--- src/rtl/i2c_evt_pkg.sv ---
// Package: shared sizes and register addresses for the I2C event bank.
// Assumes a 4-word register window addressed by word.
package i2c_evt_pkg;
    localparam int DATA_W   = 16;
    localparam int NUM_EV   = 7;
    localparam int ADDR_W   = 2;
    localparam int BUSY_BIT = NUM_EV;

    typedef enum logic [ADDR_W-1:0] {
        REG_RAW    = 2'd0,
        REG_STATUS = 2'd1,
        REG_EN_SET = 2'd2,
        REG_EN_CLR = 2'd3
    } reg_addr_e;
endpackage

--- src/rtl/i2c_evt_latch.sv ---
// Sticky event latches: one flop per event. A pulse sets its bit and a
// qualified clear resets it. When both happen at once, the set wins.
// Assumes pulses last one cycle. Longer pulses simply keep the bit set.
module i2c_evt_latch #(
    parameter int N = 7
) (
    input  logic         clk,
    input  logic         rst_n,
    input  logic [N-1:0] pulse,
    input  logic         clr_en,
    input  logic [N-1:0] clr_bits,
    output logic [N-1:0] state_q
);
    for (genvar i = 0; i < N; i++) begin : g_bit
        // Hold, clear or set one event bit. The set takes priority.
        always_ff @(posedge clk) begin
            if (!rst_n)
                state_q[i] <= 1'b0;
            else if (pulse[i])
                state_q[i] <= 1'b1;
            else if (clr_en && clr_bits[i])
                state_q[i] <= 1'b0;
        end
    end
endmodule

--- src/rtl/i2c_irq_mask.sv ---
// Interrupt enable mask. It has no direct write and is changed only by
// write-one-to-set and write-one-to-clear strobes. The two strobes come
// from different addresses, so they are never active together.
module i2c_irq_mask #(
    parameter int N = 7
) (
    input  logic         clk,
    input  logic         rst_n,
    input  logic         set_en,
    input  logic         clr_en,
    input  logic [N-1:0] bits,
    output logic [N-1:0] mask_q
);
    // Update the mask from whichever strobe is active.
    always_ff @(posedge clk) begin
        if (!rst_n)
            mask_q <= '0;
        else if (set_en)
            mask_q <= mask_q | bits;
        else if (clr_en)
            mask_q <= mask_q & ~bits;
    end
endmodule

--- src/rtl/i2c_event_bank.sv ---
// I2C event register bank. It decodes host writes to the event latches and
// the enable mask, and forms the raw view, the masked view and the interrupt.
// Assumes a single-cycle host write strobe and a combinational read.
module i2c_event_bank
    import i2c_evt_pkg::*;
(
    input  logic              clk,
    input  logic              rst_n,
    input  logic [ADDR_W-1:0] host_addr,
    input  logic              host_wr,
    input  logic [DATA_W-1:0] host_wdata,
    output logic [DATA_W-1:0] host_rdata,
    input  logic [NUM_EV-1:0] evt_pulse,
    input  logic              bus_busy,
    output logic              irq
);
    localparam int PAD_RAW = DATA_W - NUM_EV - 1;
    localparam int PAD_EV  = DATA_W - NUM_EV;

    logic              wr_status, wr_set, wr_clr;
    logic [NUM_EV-1:0] raw_events;
    logic [NUM_EV-1:0] enable_mask;
    logic [NUM_EV-1:0] masked_events;

    // Decode the host write strobe by address.
    always_comb begin
        wr_status = host_wr && (host_addr == REG_STATUS);
        wr_set    = host_wr && (host_addr == REG_EN_SET);
        wr_clr    = host_wr && (host_addr == REG_EN_CLR);
    end

    i2c_evt_latch #(.N(NUM_EV)) u_latch (
        .clk      (clk),
        .rst_n    (rst_n),
        .pulse    (evt_pulse),
        .clr_en   (wr_status),
        .clr_bits (host_wdata[NUM_EV-1:0]),
        .state_q  (raw_events)
    );

    i2c_irq_mask #(.N(NUM_EV)) u_mask (
        .clk    (clk),
        .rst_n  (rst_n),
        .set_en (wr_set),
        .clr_en (wr_clr),
        .bits   (host_wdata[NUM_EV-1:0]),
        .mask_q (enable_mask)
    );

    // Form the masked view and the interrupt request.
    always_comb begin
        masked_events = raw_events & enable_mask;
        irq           = |masked_events;
    end

    // Read multiplexer for the four registers.
    always_comb begin
        unique case (host_addr)
            REG_RAW:    host_rdata = {{PAD_RAW{1'b0}}, bus_busy, raw_events};
            REG_STATUS: host_rdata = {{PAD_EV{1'b0}}, masked_events};
            default:    host_rdata = {{PAD_EV{1'b0}}, enable_mask};
        endcase
    end
endmodule

--- config.mk ---
export PLATFORM = sky130hd
export DESIGN_NAME = i2c_event_bank
export DESIGN_NICKNAME = d
export VERILOG_FILES = /design/src/rtl/i2c_evt_pkg.sv /design/src/rtl/i2c_evt_latch.sv /design/src/rtl/i2c_irq_mask.sv /design/src/rtl/i2c_event_bank.sv
export SDC_FILE = /design/constraint.sdc
export NUM_CORES = 1
export LEC_CHECK = 0
export ABC_AREA = 1
export CAP_MARGIN = 20
export CORE_MARGIN = 2
export CORE_UTILIZATION = 41
export DETAILED_ROUTE_END_ITERATION = 10
export PLACE_DENSITY = 0.84
export RECOVER_POWER = 25
export SKIP_CTS_REPAIR_TIMING = 1
export SLEW_MARGIN = 20
export SYNTH_ARGS = -nofsm -noshare
export SYNTH_HDL_FRONTEND = slang
export SYNTH_SLANG_ARGS = --single-unit
--- constraint.sdc ---
create_clock -name clk -period 1.8 [get_ports clk]
set_clock_uncertainty 0.1 [all_clocks]
set_input_delay 0.18 -clock clk [delete_from_list [all_inputs] [get_ports clk]]
set_output_delay 0.18 -clock clk [all_outputs]
set_load 0.1 [all_outputs]
## Yosys cells after proc, flatten, opt, wreduce, memory -nomap -nowiden

Cells that the tools add are included.

| word-level totals | value |
|---|---|
| input port bits | 29 |
| logic and storage cells | 52 |
| output and inout port bits | 17 |
| register bits | 14 |

| operators by class | value |
|---|---|
| muxes and demuxes | 17 |
| bitwise gates (word level) | 4 |
| reduce and logical (&&, ||, !) cells | 20 |
| eq/ne operators | 3 |

Operator list:

| kind | number |
|---|---|
| one-hot mux 8 bit (2 select lines) | 1 |
| nonzero test 2 bit | 8 |
| AND 7 bit | 2 |
| 2-to-1 mux 1 bit | 14 |
| 2-to-1 mux 7 bit | 2 |
| logical AND 1 bit | 10 |
| NOT 7 bit | 1 |
| OR 7 bit | 1 |
| OR reduction 7 bit | 1 |
| equality test 2 bit, second input constant | 2 |
| equality test 2 x 1 -> 1 bit, second input constant | 1 |
| zero test 2 bit | 1 |

## Depth between registers and ports, before layout

Gate-level depths: netlist of run 1.

| logic depth | value |
|---|---|
| word-level depth | 5 |
| gate-level depth with buffers | 5 |
| gate-level depth less buffers | 4 |

## By module

A second synthesis of run 1 with hierarchy kept.

| second synthesis, totals | value |
|---|---|
| cells, all modules | 126 |
| area total of the unflattened synthesis | 834.6 um^2 |

Modules (own cells, without submodules):

| module | cells an instance | times used | area an instance (um^2) | sequential area each (um^2) |
|---|---|---|---|---|
| i2c_event_bank | 54 | 1 | 315.3 | 0.0 |
| i2c_evt_latch | 36 | 1 | 261.5 | 140.1 |
| i2c_irq_mask | 36 | 1 | 257.7 | 140.1 |

## Worst setup path before layout of run 1

Ideal clock, no wire load.

| timing | value |
|---|---|
| kind | input-to-output |
| start point | in host_addr[1] |
| end point | out host_rdata[7] |
| required time | 1520 ps |
| path buffers | 2 |
| stages | 4 |
| setup slack | -410 ps |
| arrival time | 1930 ps |
| cells stage by stage | buf_2 or2_1 buf_6 nor2_1 |

| between the ends | value |
|---|---|
| cells in the longest elaborated chain, start to end | 2 |
| elaborated cells between the ends (all ways) | 3 |
| classes of those cells | eq/ne: 1; mux: 1; reduce/logical: 1 |

RTL lines:

| what | RTL line | RTL |
|---|---|---|
| from (decl) | i2c_event_bank.sv:9 | `input logic [ADDR_W-1:0] host_addr,` |
| equality test 2 x 1 -> 1 bit / zero test 2 bit (equally long branches) | i2c_event_bank.sv:58 | `unique case (host_addr)` |
| one-hot mux 8 bit (2 select lines) (*) | i2c_event_bank.sv:58 |  |
| to (decl) | i2c_event_bank.sv:12 | `output logic [DATA_W-1:0] host_rdata,` |

Mark *: on every way between the ends. The rest lies on a longest branch, timed or not.

## Worst setup path after layout of run 1

| timing | value |
|---|---|
| start point | in host_addr[0] |
| end point | out host_rdata[1] |

The elaborated chain is that of the path after synthesis.

==> results of run 1 <==
-- worst max-delay path: stages --
cell and delay [ns]:
clkdlybuf4s50_1 0.41, or2_2 0.43, a21oi_2 0.23, buf_12 0.20
-- cells in the final DEF (no fill, tap or decap) --
| cell | instances |
|---|---|
| a21oi_1 | 15 |
| a21oi_2 | 7 |
| and3_1 | 1 |
| buf_12 | 9 |
| buf_4 | 3 |
| clkbuf_4 | 3 |
| clkbuf_8 | 1 |
| clkdlybuf4s50_1 | 19 |
| conb_1 | 8 |
| dfxtp_1 | 14 |
| inv_1 | 17 |
| nand2_1 | 29 |
| nand3_1 | 8 |
| nand4_1 | 7 |
| nor2_1 | 7 |
| nor2_2 | 1 |
| nor2_4 | 1 |
| or2_2 | 1 |
-- per-layer routing --
metal | part of all wire (%) | track usage (%)
met5 | 0 | 0
met4 | 1.6 | 10.0
met3 | 6.8 | 4.60
met2 | 51 | 31.3
met1 | 41 | 20.0
-- report_power, final --
group / internal (mW) / total, mW / switching [mW]
clock network: 0.123 / 0.229 / 0.106
logic: 0.118 / 0.367 / 0.249
registers: 0.326 / 0.339 / 0.0123
total: 0.567 / 0.935 / 0.368
-- path summary, 6_finish.rpt --
check	from	endpoint	cells past startpoint
worst max-delay path	host_addr[0]	host_rdata[1]	4
worst min-delay path	evt_pulse[1]	u_latch.state_q[1]	3
worst max register to register	flop	flop	2
worst min register to register	flop	flop	2
-- synthesized netlist by cell type --
library cell / instances
nand3_1: 8
conb_1: 1
nor2_1: 8
clkbuf_1: 1
a21oi_2: 7
nor2_4: 1
dfxtp_1: 14
buf_2: 3
nand4_1: 7
buf_4: 8
a21oi_1: 15
nand2_1: 29
inv_1: 17
or2_1: 1
buf_6: 2
and3_1: 1
-- stage by stage --
stage,cell area [µm²],power (mW),TNS (ns)
5_1_grt,1220,0.972,0
2_1_floorplan,861,0.603,-0.380
4_1_cts,1220,0.938,0
6_report,1220,0.935,0
3_3_place_gp,1190,0.705,0
3_5_place_dp,1190,0.712,0
-- cell type report --
| class | count | area [µm²] |
|---|---|---|
| repair buffers | 31 | 393 |
| multi-input cells | 85 | 415 |
| inverters | 17 | 63.8 |
| clock buffers | 4 | 36.3 |
| fillers | 180 | 719 |
| flip-flops and latches | 14 | 280 |
| well taps | 27 | 33.8 |
-- kinds of logic after synthesis --
| group | share of synthesized area (%) |
|---|---|
| AO/OA/AOI/OAI | 16.4 |
| buffers and inverters | 19.8 |
| flip-flops | 33.7 |
| other | 0.451 |
| AND/OR/NAND/NOR | 29.6 |
==> impl_metrics.tcl, run 1 <==
set metrics [dict create \
    run_status "finished clean" \
    wl_per_cell_um 11.2 \
    crit_fanout 8 \
    syn-cell-area_um2 832 \
    ir_worst_vdd_v 0.000667 \
    holdCritPathClass "in2reg" \
    r2r_setup_slack_ns 1.05 \
    max_clock_freq_mhz 579 \
    drtIter0Drc 37 \
    drive_gt1_share_pct 17.2 \
    power_density_nw_per_um2 765 \
    cts.root.buffer_cell "clkbuf_4" \
    syn_avg_cell_area_um2 6.76 \
    yosysSeqAreaShare_pct 33.7 \
    cts.sinks 14 \
    dr.pass1.iters 4 \
    tritoncts "built" \
    die_y_um 49.1 \
    min_period_ns 1.73 \
    die_w_um 49.1 \
    ant_nets 0 \
    yosys-top-cells-area "dfxtp_1 34%, nand2_1 13%, a21oi_1 9.0%, inv_1 7.7%, a21oi_2 7.4%" \
    ys_types 16 \
    num_rows 16 \
    dp.cells 174 \
    rsz0062_at_grt "no" \
    syn2layout_area_growth_pct 46.9 \
    dieArea_um2 2410 \
    synth_cells 123 \
    grtUsageTotal_pct 18.0 \
    hpwl_um 1470 \
    io_buffers 28 \
    post-route-worst-setup-slack_ns 0.0735 \
    routabilityCongestion 0.802 \
    path_class "in2out" \
    grt_first_pass_wirelength_um 3360 \
    finalSetupViolCount 0 \
    ios 46 \
    stdcell_count 178 \
    clockBufferDepth 2 \
    yosysTopAreaCell "dfxtp_1" \
    hold_viol 0 \
    ys_ff_latch 14 \
    crit_path_end_kind "primary output" \
    vias 858 \
    cts_made_buffers 3 \
    drc 0 \
    startpoint_type "input pin" \
    critPathArrivalTime_ns 1.45 \
    cellLeakagePower_nw 0.501 \
    totalWireLength_um 1990 \
    worst-endpoint-required_ns 1.52 \
    routed_via_density 4.82 \
    antenna_found_initial 0 \
    start_util_pct 42.8 \
    insertion_delay_ns 0.28 \
    core_um2 1940 \
    cts.htree.levels 1 \
    grt_max_degree 17 \
    finalCritPeriodShare_pct 95.9 \
    drv_slew 0 \
    cap_viol_max_count 0 \
    grt-ovfl-total 0 \
    grt_pass1_vias 820 \
    yosysWarningCount 0 \
    final_util_pct 63.0 \
    place_ws_ns 0.0356 \
    diodes 0 \
    clk_pin_slew_worst_paths_ns 0.08 \
    nets 181 \
    synth_top_cell_area_share_pct 33.7 \
    hold_slack_ns 0.338 \
]
Note: power is estimated with default switching activity, not from simulation.
==> run 2: changes to the inputs <==
ABC_AREA = not set   (was 1)
CORE_MARGIN = 5   (was 2)
CORE_UTILIZATION = 38   (was 41)
PLACE_DENSITY = 0.83   (was 0.84)
==> run 2 against run 1 <==
Net effect:
- setup slack improved by 0.027 ns
- routed wire length decreased by 4.1%
- sequential share of layout area increased by 2.0 points
- register-to-register slack got worse by 0.05 ns
- design area decreased by 7.9%
- combinational power decreased by 4%
- worst hold slack improved by 0.032 ns
==> impl_metrics.tcl, run 2 <==
set metrics [dict create \
    core_um2 1780 \
    yosysMostFrequentCell "dfxtp_1" \
    ys_top_cells_by_count "14 x dfxtp_1, 9 x buf_4, 8 x nand3_1" \
    max_clock_freq_mhz 588 \
    run_status "finished clean" \
    crit_path_end_kind "primary output" \
    dieArea_um2 2890 \
    grt-ovfl-total 0 \
    cts_made_buffers 3 \
    finalSetupViolCount 0 \
    drtIter0Drc 13 \
    power_mw 0.913 \
    syn_avg_cell_area_um2 8.67 \
    worst-endpoint-required_ns 1.52 \
    hold_viol 0 \
    crit_fanout 8 \
    yosysWarningCount 0 \
    yosys-top-cells-area "dfxtp_1 38%, mux2i_1 9.6%, buf_4 9.3%, o22a_1 8.4%, a31oi_1 6.0%" \
    finalSetupTns_ns 0 \
    hpwl_um 1470 \
    io_buffers 28 \
    synth_enable_flop_cells 0 \
    die_w_um 53.8 \
    grt_busiest_layer "met2" \
    ys_types 18 \
    die_y_um 53.8 \
    yosysSeqAreaShare_pct 38.5 \
    num_rows 15 \
    holdCritPathClass "in2reg" \
    ir_worst_vdd_v 0.000417 \
    grtUsageMet3_pct 3.60 \
    cap_viol_max_count 0 \
    drive_gt1_share_pct 14.9 \
    startpoint_type "input pin" \
    final_cell_mix "18 x clkdlybuf4s50_1, 14 x dfxtp_1, 9 x buf_12" \
    ant_nets 0 \
    critPathArrivalTime_ns 1.42 \
    dp.cells 135 \
    dr.pass1.iters 4 \
    synth_cells 84 \
    cellLeakagePower_nw 0.522 \
    nets 144 \
    finalCritPeriodShare_pct 94.4 \
    totalWireLength_um 1900 \
    clockBufferDepth 2 \
    cts.htree.levels 1 \
    drc 0 \
    clk_pin_slew_worst_paths_ns 0.08 \
    routed_via_density 5.18 \
    syn-cell-area_um2 728 \
    stdcell_count 139 \
    drv_slew 0 \
    syn2layout_area_growth_pct 54.6 \
    ys.flop_type "dfxtp_1" \
    insertion_delay_ns 0.27 \
    cts.sinks 14 \
    path_class "in2out" \
    grtUsageTotal_pct 13.9 \
    ios 46 \
    grt_pass1_vias 666 \
    grt_first_pass_wirelength_um 2930 \
    layout_commonest_cell "clkdlybuf4s50_1" \
    cts.root.buffer_cell "clkbuf_4" \
    tritoncts "built" \
    wl_per_cell_um 13.7 \
    synth_top_cell_area_share_pct 38.5 \
    synthArstFlopShare_pct 0 \
    routabilityCongestion 0.774 \
    start_util_pct 40.8 \
    min_period_ns 1.70 \
    yosysTopAreaCell "dfxtp_1" \
    gr-usage-met2_pct 22.6 \
    diodes 0 \
    grt_max_degree 16 \
    power_density_nw_per_um2 811 \
    grt.met1_usage_pct 18.1 \
    antenna_found_initial 0 \
    ys_ff_latch 14 \
    rsz0062_at_grt "no" \
    vias 720 \
]
## run 2: changes by cell type after synthesis, sizes merged, moves of 2 or more
cell,previous run,this run
a21oi,22,0
a22oi,0,2
a31oi,0,7
inv,17,7
mux2i,0,7
nand2,29,7
nand4,7,0
nor2,9,1
o21ai,0,7
o22a,0,7
## run 2: final timing paths
path	startpoint	to	slack [ns]	depth (start not counted)
worst min-delay path	evt_pulse[5]	u_latch.state_q[5]	0.37	3
worst max register to register	u_latch.state_q[4]	u_latch.state_q[4]	1.00	2
worst min register to register	flop	flop	0.39	2
worst max-delay path	host_addr[0]	host_rdata[4]	0.10	4
## run 2: cell families (layout without fill, tap and decap cells)
group           Yosys count  in the layout  share of synthesized area (%)
compound gates           24             24                           22.7
buf+inv                  19             42                           15.8
flops                    14             14                           38.5
mux                       7              7                           9.62
other cells               1              8                          0.515
simple gates             19             19                           12.9
## run 2: worst max-delay path, stage by stage
cell and delay [ns]:
clkdlybuf4s50_1 0.44, nor2_2 0.33, o22a_1 0.28, buf_12 0.19
## run 2: final cells by class
type	instances	area, µm²
multi-input combinational	58	359
fill	159	657
tap	25	31.3
inverter	7	26.3
timing repair buffer	31	393
sequential	14	280
clock buffer	4	36.3
## run 2: per-layer routing
layer | part of all wire [%] | wire length, µm
met4 | 0.53 | 10
met2 | 47 | 891
met5 | 0 | 0
met1 | 44 | 831
met3 | 8.9 | 170
## run 2: where the power goes
part / switching (mW) / internal (mW) / total, mW
Sequential: 0.0139 / 0.327 / 0.341
Clock: 0.0960 / 0.123 / 0.219
Combinational: 0.235 / 0.118 / 0.353
Total: 0.345 / 0.568 / 0.913
## run 2: stage by stage
stage	util (%)	cell area, µm²	setup slack [ns]	hold slack (ns)
final	63.2	1130	0.101	0.370
after global routing	63.2	1130	0.0348	0.365
after CTS	63.2	1130	0.0968	0.366
after detailed placement	61.1	1090	0.106	0.379
after global placement	61.1	1090	0.117	0.359
after floorplan	-	754	0.126	0.187
==> run 3: changes to the inputs <==
SETUP_SLACK_MARGIN = 0.4   (was not set)
==> run 3 against run 2 <==
Net effect:
- routed wire length up 3.6%
- sequential power about the same
- worst hold slack worse by 0.035 ns
- total power down 3.6%
- first-iteration DRC count up 54%
- global-route usage up 1.3 points
- sequential share of layout area down 0.24 points
- critical path type is now reg2out
- critical endpoint is now irq
- largest cell class unchanged
- largest power group unchanged
==> impl_metrics.tcl, run 3 (same netlist as run 2, synthesis figures left out) <==
set metrics [dict create \
    totalWireLength_um 1970 \
    stdcell_count 138 \
    routabilityCongestion 0.813 \
    critPathArrivalTime_ns 1.38 \
    holdCritPathClass "in2reg" \
    cellLeakagePower_nw 0.525 \
    drive_gt1_share_pct 23.0 \
    dieArea_um2 2890 \
    antenna_found_initial 0 \
    hpwl_um 1510 \
    cts.sinks 14 \
    crit_path_end_kind "primary output" \
    fillers 152 \
    die_y_um 53.8 \
    startpoint_type "flop" \
    io_buffers 28 \
    finalSetupTns_ns 0 \
    clk_pin_slew_worst_paths_ns 0.08 \
    place_ws_ns 0.132 \
    grt_pass1_vias 743 \
    grtUsageTotal_pct 15.2 \
    post_dp_cell_area_um2 1100 \
    power_density_nw_per_um2 770 \
    clockBufferDepth 2 \
    ir_worst_vdd_v 0.000542 \
    final-seq-area_um2 282 \
    cts.htree.levels 1 \
    path_class "reg2out" \
    drv_slew 0 \
    insertion_delay_ns 0.28 \
    hold_viol 0 \
    vias 735 \
    post-route-worst-setup-slack_ns 0.143 \
    drc 0 \
    wl_per_cell_um 14.3 \
    drtIter0Drc 20 \
    multiInputGateArea_um2 379 \
    dr.pass1.iters 4 \
    finalSetupViolCount 0 \
    worst_r2r_startpoint "u_latch.state_q[6]" \
    rsz0062_at_grt "yes" \
    grt_first_pass_wirelength_um 3210 \
    max_clock_freq_mhz 604 \
    die_w_um 53.8 \
    design_area_um2 1140 \
    tritoncts "built" \
    core_um2 1780 \
    grt-ovfl-total 0 \
    grt_max_degree 15 \
    num_rows 15 \
    ios 46 \
    start_util_pct 40.8 \
    nets 144 \
    layout_commonest_cell "clkdlybuf4s50_1" \
    cap_viol_max_count 0 \
    cts.root.buffer_cell "clkbuf_4" \
    routed_via_density 5.33 \
    worst-endpoint-required_ns 1.52 \
    ant_nets 0 \
    power_mw 0.880 \
    syn2layout_area_growth_pct 56.9 \
    diodes 0 \
    hold_start "host_addr[1]" \
    min_period_ns 1.66 \
    final_cell_mix "15 x clkdlybuf4s50_1, 13 x dfxtp_1, 9 x buf_12" \
    run_status "finished clean" \
    crit_fanout 3 \
    cts_made_buffers 3 \
    final_util_pct 64.1 \
    finalCritPeriodShare_pct 92.0 \
    dp.cells 135 \
    hold_slack_ns 0.335 \
]
==> run 3: final cells by class <==
class / instances / share of cell area (%)
Clock buffer: 3 / 1.97
Sequential cell: 14 / 24.6
Timing Repair Buffer: 31 / 35.2
Multi-Input combinational cell: 58 / 33.2
Inverter: 7 / 2.30
Tap cell: 25 / 2.74
==> run 3: layer usage <==
metal,global-route usage [%],share of wire [%],vias up
li1,-,-,348
met1,17.9,40,339
met2,25.6,49,45
met3,4.43,10,3
met4,5.96,0.86,0
met5,0,0,-
==> run 3: power breakdown <==
group | internal, mW | switching, mW
sequential | 0.327 | 0.0139
combinational | 0.121 | 0.237
clock | 0.0778 | 0.103
total | 0.526 | 0.354
==> run 3: critical path, stage by stage, from the launching register on <==
cell and delay (ns):
dfxtp_2 0.34, a222oi_1 0.42, nand3_2 0.14, buf_12 0.19
==> run 3: path summary, 6_finish.rpt <==
path         slack, ns            endpoint  cells after the start
min reg2reg       0.39                flop                      2
max               0.14                 irq                      3
max reg2reg       1.01  u_latch.state_q[6]                      2
min               0.34                flop                      4
